## config.mk

```make
export PLATFORM = sky130hd
export DESIGN_NAME = link_rate_selector
export DESIGN_NICKNAME = d
export VERILOG_FILES = /design/src/rtl/lrsel_pkg.sv /design/src/rtl/lrsel_walker.sv /design/src/rtl/lrsel_fit.sv /design/src/rtl/lrsel_verdict.sv /design/src/rtl/link_rate_selector.sv
export SDC_FILE = /design/constraint.sdc
export NUM_CORES = 1
export LEC_CHECK = 0
export BUFFER_PORTS_ARGS = -buffer_cell sky130_fd_sc_hd__buf_2
export CAP_MARGIN = 20
export CORE_MARGIN = 2
export CORE_UTILIZATION = 65
export CTS_CLUSTER_DIAMETER = 200
export DETAILED_ROUTE_END_ITERATION = 12
export GPL_ROUTABILITY_DRIVEN = 1
export GPL_TIMING_DRIVEN = 0
export MAX_ROUTING_LAYER = met4
export PLACE_DENSITY = 0.95
export SYNTH_ARGS = -nofsm -noshare
export SYNTH_HDL_FRONTEND = slang
export SYNTH_SLANG_ARGS = --single-unit
```

## constraint.sdc

```tcl
create_clock -name clk -period 13.8 [get_ports clk]
set_clock_uncertainty 0.1 [all_clocks]
set_input_delay 4.14 -clock clk [delete_from_list [all_inputs] [get_ports clk]]
set_output_delay 4.14 -clock clk [all_outputs]
set_load 0.01 [all_outputs]
```

## src/rtl/lrsel_pkg.sv

```systemverilog
package lrsel_pkg;

    localparam int RATE_W    = 20;
    localparam int NUM_RATES = 3;
    localparam int RIDX_W    = 2;

    localparam logic [RATE_W-1:0] BRIDGE_RATE = 20'd270000;
    localparam logic [RATE_W-1:0] TOP_RATE    = 20'd540000;
    localparam int                MODE_PIX_LIMIT = 340000;

    typedef enum logic [0:0] {
        ST_IDLE   = 1'b0,
        ST_SEARCH = 1'b1
    } state_t;

    // request fields held for the whole search
    typedef struct packed {
        logic [RATE_W-1:0] max_rate;
        logic              bridge;
        logic              cap;
    } req_t;

    // candidate rate ladder, ascending
    function automatic logic [RATE_W-1:0] rate_at(input logic [RIDX_W-1:0] idx);
        logic [RATE_W-1:0] r;
        case (idx)
            2'd0:    r = 20'd162000;
            2'd1:    r = 20'd270000;
            2'd2:    r = 20'd540000;
            default: r = '0;
        endcase
        return r;
    endfunction

    // bits per pixel from bits per colour
    function automatic logic [9:0] bpp_of(input logic [7:0] bpc_in);
        logic [9:0] b;
        if (bpc_in == 8'd0) b = 10'd24;
        else                b = {2'b00, bpc_in} * 10'd3;
        return b;
    endfunction

endpackage

```

## src/rtl/lrsel_walker.sv

```systemverilog
module lrsel_walker
    import lrsel_pkg::*;
#(
    parameter int LANE_W = 3
) (
    input  logic              clk,
    input  logic              rst,
    input  logic              load,
    input  logic              step_lane,
    input  logic              step_rate,
    output logic [RATE_W-1:0] cur_rate,
    output logic [LANE_W-1:0] cur_lanes,
    output logic              last_rate,
    output logic              last_lane
);
    localparam int LANE_STEPS = LANE_W;
    localparam int LL_W = (LANE_STEPS > 1) ? $clog2(LANE_STEPS) : 1;

    logic [RIDX_W-1:0] ridx;
    logic [LL_W-1:0]   lane_log;

    always_ff @(posedge clk) begin
        if (rst) begin
            ridx     <= '0;
            lane_log <= '0;
        end else if (load) begin
            ridx     <= '0;
            lane_log <= '0;
        end else if (step_rate) begin
            ridx     <= ridx + RIDX_W'(1);
            lane_log <= '0;
        end else if (step_lane) begin
            lane_log <= lane_log + LL_W'(1);
        end
    end

    always_comb begin
        cur_rate  = rate_at(ridx);
        cur_lanes = LANE_W'(1) << lane_log;
        last_rate = (ridx == RIDX_W'(NUM_RATES - 1));
        last_lane = (lane_log == LL_W'(LANE_STEPS - 1));
    end

endmodule

```

## src/rtl/lrsel_fit.sv

```systemverilog
module lrsel_fit
    import lrsel_pkg::*;
#(
    parameter int LANE_W = 3,
    parameter int PIX_W  = 20
) (
    input  logic [LANE_W-1:0] lanes,
    input  logic [RATE_W-1:0] rate,
    input  logic [PIX_W-1:0]  pix,
    input  logic [9:0]        bpp,
    output logic              fits
);
    // floor(L*R*8/bpp) >= pix  is exactly  L*R*8 >= pix*bpp
    localparam int CAP_W  = LANE_W + RATE_W + 3;
    localparam int DEM_W  = PIX_W + 10;
    localparam int PROD_W = ((CAP_W > DEM_W) ? CAP_W : DEM_W) + 1;

    logic [PROD_W-1:0] capacity;
    logic [PROD_W-1:0] demand;

    always_comb begin
        capacity = (PROD_W'(lanes) * PROD_W'(rate)) << 3;
        demand   = PROD_W'(pix) * PROD_W'(bpp);
        fits     = (capacity >= demand);
    end

endmodule

```

## src/rtl/lrsel_verdict.sv

```systemverilog
module lrsel_verdict
    import lrsel_pkg::*;
#(
    parameter int PIX_W = 20
) (
    input  logic              found,
    input  logic [PIX_W-1:0]  pix,
    input  logic [RATE_W-1:0] rate,
    input  logic              cap,
    output logic              ok
);
    logic pix_too_high;
    logic rate_too_high;

    always_comb begin
        pix_too_high  = ({32'd0, pix} > 64'(MODE_PIX_LIMIT)) && !cap;
        rate_too_high = (rate == TOP_RATE) && !cap;
        ok            = found && !pix_too_high && !rate_too_high;
    end

endmodule

```

## src/rtl/link_rate_selector.sv

```systemverilog
module link_rate_selector
    import lrsel_pkg::*;
#(
    parameter int PIX_W  = 20,
    parameter int LANE_W = 3,
    parameter int BPC_W  = 5
) (
    input  logic              clk,
    input  logic              rst,
    input  logic              start,
    input  logic [PIX_W-1:0]  pix_khz,
    input  logic [19:0]       sink_rate_khz,
    input  logic [LANE_W-1:0] sink_lanes,
    input  logic [BPC_W-1:0]  bpc,
    input  logic              bridge_mode,
    input  logic              hi_rate_cap,
    output logic              busy,
    output logic              done,
    output logic              fail,
    output logic [LANE_W-1:0] lane_cnt,
    output logic [19:0]       rate_khz,
    output logic              mode_ok
);
    state_t            state;
    req_t              req_q;
    logic [PIX_W-1:0]  pix_q;
    logic [LANE_W-1:0] max_lanes_q;
    logic [9:0]        bpp_q;
    logic              bridge_q;
    logic              cap_q;
    logic [RATE_W-1:0] max_rate_q;

    logic              done_q, fail_q, ok_q;
    logic [LANE_W-1:0] lanes_q;
    logic [RATE_W-1:0] rate_q;

    logic [RATE_W-1:0] cur_rate;
    logic [LANE_W-1:0] cur_lanes;
    logic              last_rate, last_lane;
    logic              fits, verdict_ok;
    logic              rate_ok, lane_ok, cand_ok, cand_fit;
    logic              load, step_lane, step_rate, give_up, searching;

    assign bridge_q   = req_q.bridge;
    assign cap_q      = req_q.cap;
    assign max_rate_q = req_q.max_rate;

    always_comb begin
        searching = (state == ST_SEARCH);
        rate_ok   = (cur_rate <= max_rate_q) && (!bridge_q || cur_rate == BRIDGE_RATE);
        lane_ok   = (cur_lanes <= max_lanes_q);
        cand_ok   = rate_ok && lane_ok;
        cand_fit  = searching && cand_ok && fits;
        load      = (state == ST_IDLE) && start;
        step_lane = searching && cand_ok && !fits && !last_lane;
        step_rate = searching && !cand_fit && !step_lane && !last_rate;
        give_up   = searching && !cand_fit && !step_lane && last_rate;
    end

    lrsel_walker #(.LANE_W(LANE_W)) u_walker (
        .clk       (clk),
        .rst       (rst),
        .load      (load),
        .step_lane (step_lane),
        .step_rate (step_rate),
        .cur_rate  (cur_rate),
        .cur_lanes (cur_lanes),
        .last_rate (last_rate),
        .last_lane (last_lane)
    );

    lrsel_fit #(.LANE_W(LANE_W), .PIX_W(PIX_W)) u_fit (
        .lanes (cur_lanes),
        .rate  (cur_rate),
        .pix   (pix_q),
        .bpp   (bpp_q),
        .fits  (fits)
    );

    lrsel_verdict #(.PIX_W(PIX_W)) u_verdict (
        .found (cand_fit),
        .pix   (pix_q),
        .rate  (cur_rate),
        .cap   (cap_q),
        .ok    (verdict_ok)
    );

    always_ff @(posedge clk) begin
        if (rst) begin
            state       <= ST_IDLE;
            req_q       <= '0;
            pix_q       <= '0;
            max_lanes_q <= '0;
            bpp_q       <= '0;
            done_q      <= 1'b0;
            fail_q      <= 1'b0;
            ok_q        <= 1'b0;
            lanes_q     <= '0;
            rate_q      <= '0;
        end else begin
            done_q <= 1'b0;
            case (state)
                ST_IDLE: begin
                    if (start) begin
                        req_q.max_rate <= sink_rate_khz;
                        req_q.bridge   <= bridge_mode;
                        req_q.cap      <= hi_rate_cap;
                        pix_q          <= pix_khz;
                        max_lanes_q    <= sink_lanes;
                        bpp_q          <= bpp_of(8'(bpc));
                        state          <= ST_SEARCH;
                    end
                end
                ST_SEARCH: begin
                    if (cand_fit) begin
                        lanes_q <= cur_lanes;
                        rate_q  <= cur_rate;
                        fail_q  <= 1'b0;
                        ok_q    <= verdict_ok;
                        done_q  <= 1'b1;
                        state   <= ST_IDLE;
                    end else if (give_up) begin
                        lanes_q <= '0;
                        rate_q  <= '0;
                        fail_q  <= 1'b1;
                        ok_q    <= 1'b0;
                        done_q  <= 1'b1;
                        state   <= ST_IDLE;
                    end
                end
                default: state <= ST_IDLE;
            endcase
        end
    end

    assign busy     = searching;
    assign done     = done_q;
    assign fail     = fail_q;
    assign lane_cnt = lanes_q;
    assign rate_khz = rate_q;
    assign mode_ok  = ok_q;

endmodule

```

==> results of run 1 <==
-- layout by cell type (no fill, tap or decap), drive strengths merged, types with 8 or more instances in the layout --
| cell | synthesis | layout |
|---|---|---|
| nor2 | 38 | 38 |
| inv | 118 | 123 |
| nand2 | 172 | 172 |
| fa | 101 | 101 |
| a211oi | 8 | 8 |
| dfxtp | 70 | 70 |
| nand4 | 9 | 9 |
| a32o | 9 | 9 |
| o21ai | 29 | 29 |
| and2 | 110 | 110 |
| xor2 | 13 | 13 |
| buf | 22 | 94 |
| a21o | 18 | 18 |
| xnor2 | 21 | 21 |
| a21oi | 82 | 82 |
| nor3 | 11 | 11 |
| clkbuf | 40 | 49 |
| o21a | 10 | 10 |
| nand3 | 13 | 13 |
| ha | 137 | 137 |
-- per-layer routing --
metal | track usage, % | part of all wire (%) | vias up
met5 | - | 0 | -
met4 | 17.2 | 5.5 | 0
met3 | 6.97 | 8.3 | 144
met2 | 57.6 | 49 | 447
met1 | 38.7 | 38 | 4166
li1 | - | - | 3921
-- per-stage QoR --
stage	util (%)	setup WS (ns)	total power, mW	hold slack [ns]	cell area [um2]
floorplan	-	6.96	0.372	0.331	9560
CTS	72.5	5.76	0.678	0.355	10500
global route	72.5	5.10	0.717	0.374	10500
detailed placement	70.4	5.86	0.433	0.347	10200
global placement	70.4	5.98	0.422	0.342	10200
finish	72.5	5.56	0.686	0.357	10500
-- path summary, 6_finish.rpt --
| check | from | end | slack [ns] | depth (start not counted) |
|---|---|---|---|---|
| hold / removal | max_rate_q[14]$_SDFFE_PP0P_ | max_rate_q[14]$_SDFFE_PP0P_ | 0.36 | 2 |
| setup / recovery | bpp_q[3]$_SDFFE_PP0P_ | u_walker.ridx[0]$_SDFFE_PP0P_ | 5.56 | 28 |
| setup reg to reg | bpp_q[3]$_SDFFE_PP0P_ | u_walker.ridx[0]$_SDFFE_PP0P_ | 5.56 | 28 |
| hold reg to reg | max_rate_q[14]$_SDFFE_PP0P_ | max_rate_q[14]$_SDFFE_PP0P_ | 0.36 | 2 |
-- logic make-up after synthesis --
group	Yosys count	share of synthesized area, %
AO/OA/AOI/OAI	212	14.9
XOR/XNOR	34	3.12
AND/OR/NAND/NOR	391	20.1
flip-flops	70	14.7
multiplexers	2	0.210
buffers and inverters	180	7.79
adder cells (fa/ha/maj)	238	39.2
other	1	0.0393
-- flip-flops by register name, indices dropped and copies added (netlist names), 2 cells and up --
register	flops
pix_q	20
u_walker.ridx	2
rate_khz	7
lane_cnt	3
max_lanes_q	3
bpp_q	7
max_rate_q	20
u_walker.lane_log	2
-- power breakdown --
| group | total (mW) | switching (mW) | internal, mW |
|---|---|---|---|
| Sequential | 0.224 | 0.0105 | 0.213 |
| Clock | 0.248 | 0.119 | 0.129 |
| Combinational | 0.214 | 0.132 | 0.0823 |
-- layout make-up --
type | instances | area share [%]
diodes | 1 | 0.0239
plain buffers | 62 | 2.87
clock buffers | 9 | 2.15
clock inverters | 7 | 0.730
inverters | 118 | 4.24
multi-input cells | 883 | 70.9
flip-flops and latches | 70 | 13.4
well taps | 184 | 2.20
repair buffers | 72 | 3.45
-- critical path: cells and delay by family (launching register included) --
kind	cells	cell delay, ns
AO/OA/AOI/OAI	8	2.40
XOR/XNOR	1	0.15
adder cells (fa/ha/maj)	7	3.20
buffers and inverters	4	0.72
flip-flops	1	0.34
multiplexers	1	0.26
AND/OR/NAND/NOR	7	0.96
==> impl_results.md, run 1 <==
- # setup viols final: 0
- CTS tree: built
- Multi-input logic area: between 7000 and 8000 um2
- Ys flop type: dfxtp_1
- DR WL/cell: between 15 and 20 um
- Detail Route Antenna Nets: 0
- Die area: approximately 16000 um2
- Top cell type's share of synthesized area: approximately a fifth
- Fin. max-slew vios: 0
- HPWL Detailed: about 19 mm
- Port Buffer Count: 72
- WS Path Type: reg2reg
- Post-CTS resize count: 0
- Worst setup SP type: flip-flop
- Crit Path Max Fanout: 10
- TritonCTS buffer count: 9
- Async SR Flop Fraction: 0%
- Endpoint class of the critical path: flip-flop
- Core area: about 14000 um2
- #FFs+latches synth: 70
- Layout cell share with drive strength beyond 1: approximately a tenth
- Die Wd: between 100 and 150 um
- Post-synth top cells: nand2_1, ha_1, inv_1, and2_1, fa_1
- Clock transition at the registers of the reported paths: 0.07 ns
- Area grow syn2layout: 9.57%
- Final period util: around 60%
- Cell with the most instances after synthesis: nand2_1
- Sequential cell area fraction in the yosys report: 14.7%
- Leakage: between 5 and 6 nW
- Setup TNS Final: 0 ns
- CTS root buffer: clkbuf_16
- Syn_area_per_cell: roughly 8.5 um2
- Hold WC Path Type: reg2reg
- Area of the mapped netlist: 9540 um2
- Drt pass-1 iters: 5
- Slew margin rel.: 41.2%
- Total count of hold-check failures in the final report: 0
- Max incr delay on CP: ~0.62 ns
- Ys Warns: 0
- WP data required: roughly 14 ns
- Initial antenna violation count: 1
- Distinct cell type count after synthesis: ~70
- Post-synth EDFFs: 0
- Max Fclk: 0.121 GHz
- # IOs: 80
- Placed insts: roughly 1400
- Maximum buffer depth of the clock tree: 2
- Arrival @ worst endpoint: between 8 and 9 ns
- Post CTS Setup Buffer Count: 0
- Fillers: between 900 and 1000
- Via density: a little over 6
- Vias in the first global route: a little over 9000
- CTS HTree Levels: 3
- First-pass GRT wire length: about 43 mm
- Final Critical Period: about 8.2 ns
- Reg area: 1400 um2
- Count of hold-fix buffers inserted at cts: 0
- Cells after Synth: 1128
- MaxCap Viol Count: 0
- Via count: a little under 9000
- GRT overflow: 0
- Nets: 1507
- Cell taking the most area after synthesis: fa_1
- Pwr/cell area: 65.6 nW/um2
- Number of DRC markers after the initial detailed-route iteration: ~760
- FP Rows: 44
- Final wirelength: around 25 mm
- CP max-delay cell: a211oi_1
- Synth area leaders: fa_1, ha_1, dfxtp_1
- DRC violations left: 0
- Outcome: complete, no violations
- Clock Sinks: 70
- RSZ-0062 raised after global routing: false
- Initial Util: roughly 66%
- Slew @ Worst Pin: about 0.9 ns
- Die Ht: roughly 130 um
- Largest net degree at the start of global routing: 17
- Final Non-Filler Cells: ~1400
- Peak VDD IR: 0.0804 mV
- Clk Latency, worst-skew pair: 0.36 ns
- Total GRT Usage: ~34%
- GP Congestion: 0.920
No activity file was read; power rests on OpenSTA's default activity.
==> run 2: changes to the inputs <==
--- a/config.mk
+++ b/config.mk
@@ -8,13 +8,13 @@
 export BUFFER_PORTS_ARGS = -buffer_cell sky130_fd_sc_hd__buf_2
 export CAP_MARGIN = 20
 export CORE_MARGIN = 2
-export CORE_UTILIZATION = 65
+export CORE_UTILIZATION = 57
 export CTS_CLUSTER_DIAMETER = 200
 export DETAILED_ROUTE_END_ITERATION = 12
 export GPL_ROUTABILITY_DRIVEN = 1
 export GPL_TIMING_DRIVEN = 0
 export MAX_ROUTING_LAYER = met4
-export PLACE_DENSITY = 0.95
+export PLACE_DENSITY = 0.89
 export SYNTH_ARGS = -nofsm -noshare
 export SYNTH_HDL_FRONTEND = slang
 export SYNTH_SLANG_ARGS = --single-unit
==> constraint.sdc (replaced) <==
create_clock -name clk -period 7.2 [get_ports clk]
set_clock_uncertainty 0.1 [all_clocks]
set_input_delay 2.16 -clock clk [delete_from_list [all_inputs] [get_ports clk]]
set_output_delay 2.16 -clock clk [all_outputs]
set_load 0.01 [all_outputs]
==> impl_results.md, run 2 (synthesized netlist as in run 1, its figures left out) <==
- Outcome: complete, but fails checks
- Failing checks: setup timing
- Pwr/cell area: between 100 and 150 nW/um2
- Hold path cells: 2
- WP depth: 25
- Final Util: 65.0%
- CTS tree: built
- Fin. max-slew vios: 0
- Area grow syn2layout: 12.1%
- WS Path Type: reg2reg
- Antenna cell count: 0
- Worst setup SP type: flip-flop
- Number of DRC markers after the initial detailed-route iteration: 706
- Switching share of power: a little under two fifths
- Via count: 8549
- Core area: ~16000 um2
- Initial Util: about 58%
- R2r startpoint: bpp_q[6]$_SDFFE_PP0P_
- Arrival @ worst endpoint: between 7 and 8 ns
- Final Critical Period: just over 7 ns
- GP Congestion: 0.924
- Crit path launch: bpp_q[6]$_SDFFE_PP0P_
- Commonest non-fill, non-tap cell in the layout: nand2_1
- WP data required: ~7.4 ns
- Final worst slack: -0.0672 ns
- FP Rows: 47
- Via density: just under 6
- DRC violations left: 0
- Peak VDD IR: approximately 0.12 mV
- Clock transition at the registers of the reported paths: approximately 0.07 ns
- Max Fclk: between 0.1 and 0.15 GHz
- Die Ht: approximately 130 um
- CP Buf/Inv Count: 2
- GRT overflow: 0
- Die area: 17800 um2
- CP delay by family, top: adder cells
- Clock Sinks: 70
- Clock group share of total power: about a third
- # IOs: 80
- Leakage: 5.43 nW
- Max incr delay on CP: 0.53 ns
- Maximum buffer depth of the clock tree: 2
- Fillers: 1276
- Layout cell share with drive strength beyond 1: 13.4%
- Place WS: -0.936 ns
- Nets: 1503
- Slew @ Worst Pin: 0.869 ns
- Crit Path Max Fanout: 10
- Total GRT Usage: ~29%
- Comb power frac: around a third
- Total count of hold-check failures in the final report: 0
- Port Buffer Count: around 70
- Placed insts: ~1400
- Endpoint class of the critical path: flip-flop
- CP max-delay cell: fa_1
- First-pass GRT wire length: ~40 mm
- Drt pass-1 iters: 6
- Hold path start: max_rate_q[5]$_SDFFE_PP0P_
- MaxCap Viol Count: 0
- Psw: 0.485 mW
- Commonest cells after routing, fill and taps aside: nand2_1, ha_1, inv_1
- CP most frequent cell: fa_1
- DR WL/cell: ~18 um
- R2R depth: 25
- CTS root buffer: clkbuf_16
- Internal power: between 0.8 and 0.9 mW
- Largest net degree at the start of global routing: 15
- Slew margin rel.: 42.0%
- Initial antenna violation count: 0
- # setup viols final: 8
- Clk Latency, worst-skew pair: about 0.36 ns
- Final wirelength: 25.3 mm
- Final period util: 101%
- Die Wd: 133 um
- TritonCTS buffer count: 9
- Vias in the first global route: between 8000 and 9000
- Hold WC Path Type: reg2reg
- Final Non-Filler Cells: approximately 1400
- CTS HTree Levels: 3
- Register share of total power: around a third
- Detail Route Antenna Nets: 0
- HPWL Detailed: 18.5 mm
==> run 2: worst paths after layout <==
path                              endpoint  slack (ns)
min             max_rate_q[5]$_SDFFE_PP0P_        0.35
min reg2reg     max_rate_q[5]$_SDFFE_PP0P_        0.35
max reg2reg  u_walker.ridx[0]$_SDFFE_PP0P_       -0.07
max          u_walker.ridx[0]$_SDFFE_PP0P_       -0.07
==> run 2: power by group through the flow <==
stage               registers, mW  clock network, mW  logic [mW]
detailed placement          0.436                  0       0.394
CTS                         0.431              0.442       0.401
floorplan                   0.431                  0       0.282
global route                0.442              0.458       0.459
global placement            0.435                  0       0.375
finish                      0.440              0.443       0.415
==> run 2: area by class of cell <==
| cell class | instances | area, um2 | area share (%) |
|---|---|---|---|
| well taps | 220 | 275 | 2.57 |
| repair buffers | 78 | 405 | 3.79 |
| flip-flops and latches | 70 | 1410 | 13.2 |
| clock buffers | 9 | 225 | 2.11 |
| clock inverters | 7 | 55.1 | 0.515 |
| inverters | 118 | 443 | 4.14 |
| plain buffers | 52 | 304 | 2.84 |
| multi-input cells | 883 | 7580 | 70.9 |
==> run 2: what timing repair did <==
action,CTS,global route
gates resized for setup,19,52
endpoints found under the setup margin,18,18
hold buffers,0,0
pin swaps,2,18
setup buffers,0,6
==> run 2: per-stage QoR <==
stage | power, mW | TNS, ns | area, um2 | hold slack, ns
2_1_floorplan | 0.713 | 0 | 9560 | 0.331
3_3_place_gp | 0.810 | -7.15 | 10200 | 0.342
3_5_place_dp | 0.830 | -12.06 | 10200 | 0.348
4_1_cts | 1.27 | 0 | 10500 | 0.356
5_1_grt | 1.36 | -3.60 | 10700 | 0.375
6_report | 1.30 | -0.187 | 10700 | 0.354
==> run 2: tightest hold or removal path, stage by stage (launching register included) <==
cell,delay (ns)
dfxtp_1,0.31
nand2_1,0.05
a21oi_1,0.05
==> run 2: layer usage <==
metal	wire length [um]	GRT usage, %
met5	0	-
met2	12300	48.0
met1	9440	33.8
met4	1260	13.7
met3	2250	5.48
